==> config.mk <==
export PLATFORM = sky130hd
export DESIGN_NAME = vid_ref_stepper
export DESIGN_NICKNAME = d
export VERILOG_FILES = /design/src/rtl/vid_ref_pkg.sv /design/src/rtl/vid_code_filter.sv /design/src/rtl/vid_ref_slew.sv /design/src/rtl/vid_ref_map.sv /design/src/rtl/vid_ref_stepper.sv
export SDC_FILE = /design/constraint.sdc
export NUM_CORES = 1
export LEC_CHECK = 0
export BUFFER_PORTS_ARGS = -buffer_cell sky130_fd_sc_hd__buf_2
export CAP_MARGIN = 20
export CORE_UTILIZATION = 30
export CTS_CLUSTER_SIZE = 8
export DETAILED_ROUTE_END_ITERATION = 8
export GPL_TIMING_DRIVEN = 0
export PLACE_DENSITY = 0.52
export SETUP_SLACK_MARGIN = 0.2
export SYNTH_ARGS = -nofsm -noshare
export SYNTH_HDL_FRONTEND = slang
export SYNTH_SLANG_ARGS = --single-unit
==> constraint.sdc <==
create_clock -name clk -period 3.4 [get_ports clk]
set_input_delay 0.68 -clock clk [delete_from_list [all_inputs] [get_ports clk]]
set_output_delay 0.68 -clock clk [all_outputs]
set_load 0.02 [all_outputs]
==> src/rtl/vid_ref_pkg.sv <==
package vid_ref_pkg;
   // Direction of the code-to-millivolt mapping
   typedef enum logic [0:0] {
      MAP_DESCEND = 1'b0,   // larger code -> lower voltage
      MAP_ASCEND  = 1'b1    // larger code -> higher voltage
   } map_dir_e;
endpackage

==> src/rtl/vid_code_filter.sv <==
module vid_code_filter #(
   parameter int VID_W = 5
) (
   input  logic             clk,
   input  logic             rst_n,
   input  logic             strobe_i,
   input  logic [VID_W-1:0] vid_i,
   output logic [VID_W-1:0] acc_o,
   output logic             load_o,
   output logic             pend_o
);
   logic             primed_q;
   logic             pend_q;
   logic [VID_W-1:0] cand_q;
   logic [VID_W-1:0] acc_q;

   assign load_o = strobe_i & ~primed_q;
   assign acc_o  = acc_q;
   assign pend_o = pend_q;

   always_ff @(posedge clk) begin
      if (!rst_n) begin
         primed_q <= 1'b0;
         pend_q   <= 1'b0;
         cand_q   <= '0;
         acc_q    <= '0;
      end else if (strobe_i) begin
         if (!primed_q) begin
            primed_q <= 1'b1;
            acc_q    <= vid_i;
            pend_q   <= 1'b0;
         end else if (pend_q) begin
            if (vid_i == cand_q) begin
               acc_q  <= cand_q;
               pend_q <= 1'b0;
            end else if (vid_i == acc_q) begin
               pend_q <= 1'b0;
            end else begin
               cand_q <= vid_i;
            end
         end else if (vid_i != acc_q) begin
            cand_q <= vid_i;
            pend_q <= 1'b1;
         end
      end
   end


   acc_on_strobe_chk: assert property (@(posedge clk) disable iff (!rst_n)
      !$past(strobe_i) |-> $stable(acc_q))
      else $error("accepted code moved without a strobe");


   acc_needs_pend_chk: assert property (@(posedge clk) disable iff (!rst_n)
      ($past(primed_q) && (acc_q != $past(acc_q))) |-> ($past(pend_q) && (acc_q == $past(vid_i))))
      else $error("code accepted without a validated candidate");
endmodule

==> src/rtl/vid_ref_slew.sv <==
module vid_ref_slew #(
   parameter int VID_W       = 5,
   parameter int STEP_PERIOD = 2
) (
   input  logic             clk,
   input  logic             rst_n,
   input  logic             strobe_i,
   input  logic             load_i,
   input  logic [VID_W-1:0] load_code_i,
   input  logic [VID_W-1:0] tgt_i,
   output logic [VID_W-1:0] ref_o,
   output logic             busy_o
);
   localparam int CNT_W = (STEP_PERIOD > 1) ? $clog2(STEP_PERIOD) : 1;
   localparam logic [CNT_W-1:0] LAST = CNT_W'(STEP_PERIOD - 1);

   logic [VID_W-1:0] ref_q;
   logic [CNT_W-1:0] cnt_q;
   logic             at_tgt;

   assign at_tgt = (ref_q == tgt_i);
   assign ref_o  = ref_q;
   assign busy_o = ~at_tgt;

   always_ff @(posedge clk) begin
      if (!rst_n) begin
         ref_q <= '0;
         cnt_q <= '0;
      end else if (load_i) begin
         ref_q <= load_code_i;
         cnt_q <= '0;
      end else if (strobe_i) begin
         if (at_tgt) begin
            cnt_q <= '0;
         end else if (cnt_q == LAST) begin
            cnt_q <= '0;
            ref_q <= (ref_q < tgt_i) ? ref_q + 1'b1 : ref_q - 1'b1;
         end else begin
            cnt_q <= cnt_q + 1'b1;
         end
      end
   end


   ref_on_strobe_chk: assert property (@(posedge clk) disable iff (!rst_n)
      !$past(strobe_i) |-> $stable(ref_q))
      else $error("reference moved without a strobe");


   one_code_step_chk: assert property (@(posedge clk) disable iff (!rst_n)
      !$past(load_i) |-> ((ref_q == $past(ref_q)) || (ref_q == $past(ref_q) + 1'b1)
                          || (ref_q + 1'b1 == $past(ref_q))))
      else $error("reference moved more than one code");


   step_when_off_chk: assert property (@(posedge clk) disable iff (!rst_n)
      (!$past(load_i) && (ref_q != $past(ref_q))) |-> ($past(ref_q) != $past(tgt_i)))
      else $error("reference stepped while on target");
endmodule

==> src/rtl/vid_ref_map.sv <==
module vid_ref_map
   import vid_ref_pkg::*;
#(
   parameter int       VID_W   = 5,
   parameter int       MV_W    = 12,
   parameter int       TOP_MV  = 1550,
   parameter int       STEP_MV = 25,
   parameter map_dir_e DIR     = MAP_DESCEND
) (
   input  logic [VID_W-1:0] code_i,
   output logic [MV_W-1:0]  mv_o
);
   localparam int MAX_CODE = (1 << VID_W) - 1;

   generate
      if (DIR == MAP_DESCEND) begin : g_desc
         assign mv_o = MV_W'(TOP_MV - STEP_MV * int'(code_i));
      end else begin : g_asc
         assign mv_o = MV_W'(TOP_MV - STEP_MV * (MAX_CODE - int'(code_i)));
      end
   endgenerate
endmodule

==> src/rtl/vid_ref_stepper.sv <==
module vid_ref_stepper
   import vid_ref_pkg::*;
#(
   parameter int       VID_W       = 5,
   parameter int       MV_W        = 12,
   parameter int       TOP_MV      = 1550,
   parameter int       STEP_MV     = 25,
   parameter int       STEP_PERIOD = 2,
   parameter map_dir_e DIR         = MAP_DESCEND
) (
   input  logic             clk,
   input  logic             rst_n,
   input  logic             cyc_start_i,
   input  logic [4:0]       vid_i,
   output logic [4:0]       ref_code_o,
   output logic [11:0]      ref_mv_o,
   output logic             busy_o
);
   localparam int MAX_CODE = (1 << VID_W) - 1;

   initial begin
      width_fit_chk: assert (VID_W == 5 && MV_W == 12)
         else $error("port widths are fixed at 5 and 12");
      period_chk: assert (STEP_PERIOD >= 1)
         else $error("STEP_PERIOD must be at least 1");
      range_chk: assert (TOP_MV >= STEP_MV * MAX_CODE && TOP_MV < (1 << MV_W))
         else $error("millivolt range does not fit");
   end

   logic [VID_W-1:0] acc_code;
   logic [VID_W-1:0] ref_code;
   logic             load;
   logic             pend;

   vid_code_filter #(.VID_W(VID_W)) u_filter (
      .clk      (clk),
      .rst_n    (rst_n),
      .strobe_i (cyc_start_i),
      .vid_i    (vid_i),
      .acc_o    (acc_code),
      .load_o   (load),
      .pend_o   (pend)
   );

   vid_ref_slew #(.VID_W(VID_W), .STEP_PERIOD(STEP_PERIOD)) u_slew (
      .clk         (clk),
      .rst_n       (rst_n),
      .strobe_i    (cyc_start_i),
      .load_i      (load),
      .load_code_i (vid_i),
      .tgt_i       (acc_code),
      .ref_o       (ref_code),
      .busy_o      (busy_o)
   );

   vid_ref_map #(
      .VID_W(VID_W), .MV_W(MV_W), .TOP_MV(TOP_MV), .STEP_MV(STEP_MV), .DIR(DIR)
   ) u_map (
      .code_i (ref_code),
      .mv_o   (ref_mv_o)
   );

   assign ref_code_o = ref_code;


   load_no_busy_chk: assert property (@(posedge clk) disable iff (!rst_n)
      $past(load) |-> (!busy_o && !pend))
      else $error("initial load left the stepper busy");
endmodule

## Word level (Yosys, flattened, before mapping)

Cells that the tools add are included.

- Flip-flop bits (word level): 18
- Bits of input ports: 8
- Output and inout port bits: 18
- Word-level logic and storage cells: 51

- Add/subtract/negate cells: 4
- Multipliers: 1
- Magnitude comparators: 1
- Equality and inequality tests: 9
- Muxes and demuxes: 19
- Bitwise gates (word level): 4
- Reductions and logical operators: 7

Operators by type and width:

| operator | count |
|---|---|
| 2-to-1 mux 5 bit | 12 |
| == test 5 bit | 3 |
| subtractor 12 bit (first input constant) | 1 |
| multiplier 5 x 5 -> 10 bit (first input constant) | 1 |
| inequality test 2 bit (second input constant) | 5 |
| 2-to-1 mux 1 bit | 7 |
| AND reduction 3 bit | 2 |
| nonzero test 2 bit | 3 |
| adder 5 x 1 -> 5 bit (second input constant) | 1 |
| less-than comparator 5 bit | 1 |
| inequality test 5 bit | 1 |
| AND reduction 5 bit | 1 |
| subtractor 5 x 1 -> 5 bit (second input constant) | 1 |
| NOT 1 bit | 3 |
| OR reduction 2 bit | 1 |
| adder 1 bit (second input constant) | 1 |
| AND 1 bit | 1 |

## Depth between registers and ports, before layout

- Word-level depth: 6
- Depth in mapped cells: 12
- Depth with buffers taken out: 12

## By module

From an unflattened synthesis, not the netlist that was laid out.

- Cells, all modules: 215
- Area total of the unflattened synthesis: 1820.5 µm²

Modules (own cells, without submodules):

| module | instances | cells an instance | area each (µm²) | seq. area each (µm²) |
|---|---|---|---|---|
| vid_code_filter | 1 | 68 | 629.4 | 240.2 |
| vid_ref_slew | 1 | 72 | 613.1 | 120.1 |
| vid_ref_map | 1 | 75 | 578.1 | 0.0 |

## Worst setup path after synthesis

No wires, ideal clock.

- Path type: register to output
- Start: register u_slew.ref_q[4] (netlist: u_slew.ref_o[4])
- End: output ref_mv_o[10]
- Data arrival time: 2.830 ns
- Data required time: 2.720 ns
- Slack: -0.110 ns
- Stages on the path, launching flop included: 11
- Path buffers: 0
- Cells stage by stage: dfxtp_1 -> ha_1 -> ha_1 -> ha_1 -> inv_1 -> fa_1 -> nor2b_1 -> o21a_1 -> or3_1 -> and2_1 -> o31ai_1

- Cells in the longest elaborated chain, start to end: 2

RTL lines:

| element | RTL line | RTL |
|---|---|---|
| start: declaration | vid_ref_slew.sv:17 | `logic [VID_W-1:0] ref_q;` |
| start signal: assignment | vid_ref_slew.sv:30 | `ref_q <= load_code_i;` |
| start signal: assignment | vid_ref_slew.sv:37 | `ref_q <= (ref_q < tgt_i) ? ref_q + 1'b1 : ref_q - 1'b1;` |
| multiplier 5 x 5 -> 10 bit | vid_ref_map.sv:17 | `assign mv_o = MV_W'(TOP_MV - STEP_MV * int'(code_i));` |
| subtractor 12 bit | vid_ref_map.sv:17 |  |
| end: declaration | vid_ref_stepper.sv:16 | `output logic [11:0] ref_mv_o,` |

Every way passes these cells.

## Final worst setup path

- Start: register u_slew.ref_q[1] (netlist: u_slew.ref_o[1])
- End: output ref_mv_o[9]

Same word-level chain as after synthesis.

==> reports/qor.txt <==
status: finished clean
placed cell areas: 1950 um2
#FFs+latches synth: 18
share of the synthesized area in the top cell type: 0.213
min cycle time layout: 3.32 ns
Placed Cells: 296
Crit. End Element: primary output
final hold violation count: 0
HPWL Detailed: 2900 um
Core Util, Final: 0.438
CTS Hold Buffers Added: 0
CP arrival: 2.64 ns
initial antenna violation count: 0
maxcap violations: 0
GR Util All Layers: 0.145
row count: 26
layout cells sized above 1: 0.310
total CTS buffers: 3
prevailing post-synth register cell: dfxtp_1
Sequential Area: 377 um2
Top Ports: 26
number of synthesized flops with an enable pin: 0
most numerous cell in the Yosys netlist: ha_1
Seq/Total Area, Yosys: 0.213
Setup crit start kind: flop
mean number of vias per cell: 4.84
Critical Path Max Stage Delay: 0.37 ns
final max-slew violation count: 0
TritonCTS clock tree: yes
Reg clk slew, reported paths: 0.07 ns
IO buf count: 24
largest net degree at the start of global routing: 12
Wirelength per Cell: 13.3 um
Crit-path slowest cell: dfxtp_4
Crit path top cell by count: ha_4
Die Y: 77.1 um
Worst Path Required: 2.72 ns
top post-synthesis cells by area: dfxtp_1 21%, ha_1 18%, xnor2_1 6.2%, mux2i_1 5.9%, xor2_1 5.2%
crit-path cells: ha_4 -> ha_4 -> ha_4 -> inv_2 -> fa_2 -> nor2b_1 -> o21a_1 -> or3_4 -> a211oi_4 -> xor2_2 -> buf_4
drt pass-1 iters: 4
Hold Crit Class: flop to flop
most frequent cells after synthesis: 24 x ha_1, 21 x nand2_1, 18 x dfxtp_1
RSZ-0062 raised after global routing: true
fillcell total: 546
Initial Utilization: 0.321
clk sink count: 18
R2R cell count: 12
Peak supply drop: 234 uV
CP Class: flop to primary output
Antenna Violating Nets Remaining: 0
Cell variety after synth: 40
Rel. slew slack: 0.536
GRT overflow: 0
hold-critical path depth: 2
Tcrit/Tclk final: 0.977
pwr dens: 375 nW/um2
Max Clock Skew: 0.00158 ns
DRT iter0 DRCs: 44
fmax: 0.301 GHz
worst-margin pin slew: 0.696 ns
Finish-stage setup viols: 0
Total Nets Final: 274
WL final: 4100 um
Syn Nets: 236
Root Buffer: clkbuf_8
die width: 77.1 um
Multi-input gate area: 1480 um2
Leak: 0.937 nW
Via Count: 1497
Clock Tree Buf Depth: 2
average size of a mapped cell: 8.38 um2
Warnings, synthesis: 0
non-filler cells, final: 309
area delta synth->final: 36.4%
ANT cells: 0
largest area contributor in the netlist: dfxtp_1
H-tree Lvls: 1
synthesized instance count: 202
Post-Synthesis Cell Area: 1690 um2
worst skew pair latency: 0.26 ns
# DRC: 0
gpl congestion: 0.751
post-synthesis async set-or-reset flop share: 0
die area: 5950 um2
final non-filler cell area: 2310 um2
vias in the first global route: 1445
first-pass GRT wire length: 6960 um
Core ar.: 5270 um2
largest fanout on the critical path: 3
[layout make-up]
cell class | count | share of cell area
plain buffers | 7 | 0.0146
multi-input cells | 160 | 0.642
flip-flops and latches | 18 | 0.163
well taps | 70 | 0.0379
repair buffers | 33 | 0.0905
inverters | 17 | 0.0276
clock buffers | 4 | 0.0238
[logic make-up after synthesis]
| kind of cell | count (synthesis) | synth area share |
|---|---|---|
| other | 1 | 0.00222 |
| and+or+nand+nor | 54 | 0.152 |
| AOI/OAI and AO/OA | 47 | 0.202 |
| muxes | 10 | 0.0591 |
| xor gates and xnor gates | 22 | 0.114 |
| buffers and inverters | 24 | 0.0576 |
| DFF | 18 | 0.213 |
| adders and majority gates | 26 | 0.201 |
[critical path: cells and delay by family, from the launching register on]
kind / cells / cell delay (ns)
flip-flops: 1 / 0.37
adder cells (fa/ha/maj): 4 / 0.81
XOR/XNOR: 1 / 0.14
buffers and inverters: 2 / 0.20
AO/OA/AOI/OAI: 2 / 0.47
AND/OR/NAND/NOR: 2 / 0.41
[final timing paths]
check / end / slack [ns] / start
max: ref_mv_o[9] / 0.08 / u_slew.ref_o[1]
min: u_filter.cand_q[3] / 0.50 / u_filter.cand_q[3]
max reg2reg: u_slew.ref_o[4] / 0.62 / u_slew.ref_o[4]
min reg2reg: u_filter.cand_q[3] / 0.50 / u_filter.cand_q[3]
[state kept, by name, summed over array words and instances (netlist names)]
signal	cells
u_filter.pend_o	1
u_slew.ref_o	5
u_filter.primed_q	1
u_filter.acc_o	5
u_filter.cand_q	5
u_slew.cnt_q	1
[where the power goes]
part	internal [W]	switching (W)	leakage (nW)	total, W
Sequential	0.000225	0.0000184	0.151	0.000243
Clock	0.000103	0.0000747	0.0288	0.000178
Combinational	0.000197	0.000246	0.758	0.000443
[layer usage]
layer,up-vias,track usage,part of all wire,wire length [um]
met5,-,0,0,0
met3,2,0.0298,0.025,104
met2,18,0.227,0.45,1850
li1,788,-,-,-
met1,689,0.205,0.52,2130
met4,0,0.0226,0.0029,12
[per-stage QoR]
| stage | setup WS [ns] | hold slack [ns] | TNS [ns] | power (W) |
|---|---|---|---|---|
| 4_1_cts | 0.0216 | 0.495 | 0 | 0.000852 |
| 2_1_floorplan | 0.236 | 0.460 | 0 | 0.000523 |
| 3_3_place_gp | 0.0972 | 0.477 | 0 | 0.000611 |
| 5_1_grt | -0.0125 | 0.529 | -0.0125 | 0.000933 |
| 6_report | 0.0780 | 0.497 | 0 | 0.000865 |
| 3_5_place_dp | 0.0883 | 0.486 | 0 | 0.000614 |
[layout by cell type (no fill, tap or decap), types with 6 or more instances in the layout]
master    instances
buf_2            22
nand2_1          21
a21oi_1          14
ha_1             14
inv_1            13
dfxtp_1          13
buf_4            11
mux2i_1          10
ha_4             10
xnor2_1           9
xor2_1            8
nor2_1            7
nor2b_1           6
a311oi_1          6
[repair_timing]
item | CTS | global route
pin swaps | 8 | 10
setup buffers | 7 | 2
hold endpoints to repair | 0 | 0
gates resized for setup | 29 | 7
endpoints found under the setup margin | 4 | 4
Note: power is estimated with default switching activity, not from simulation.
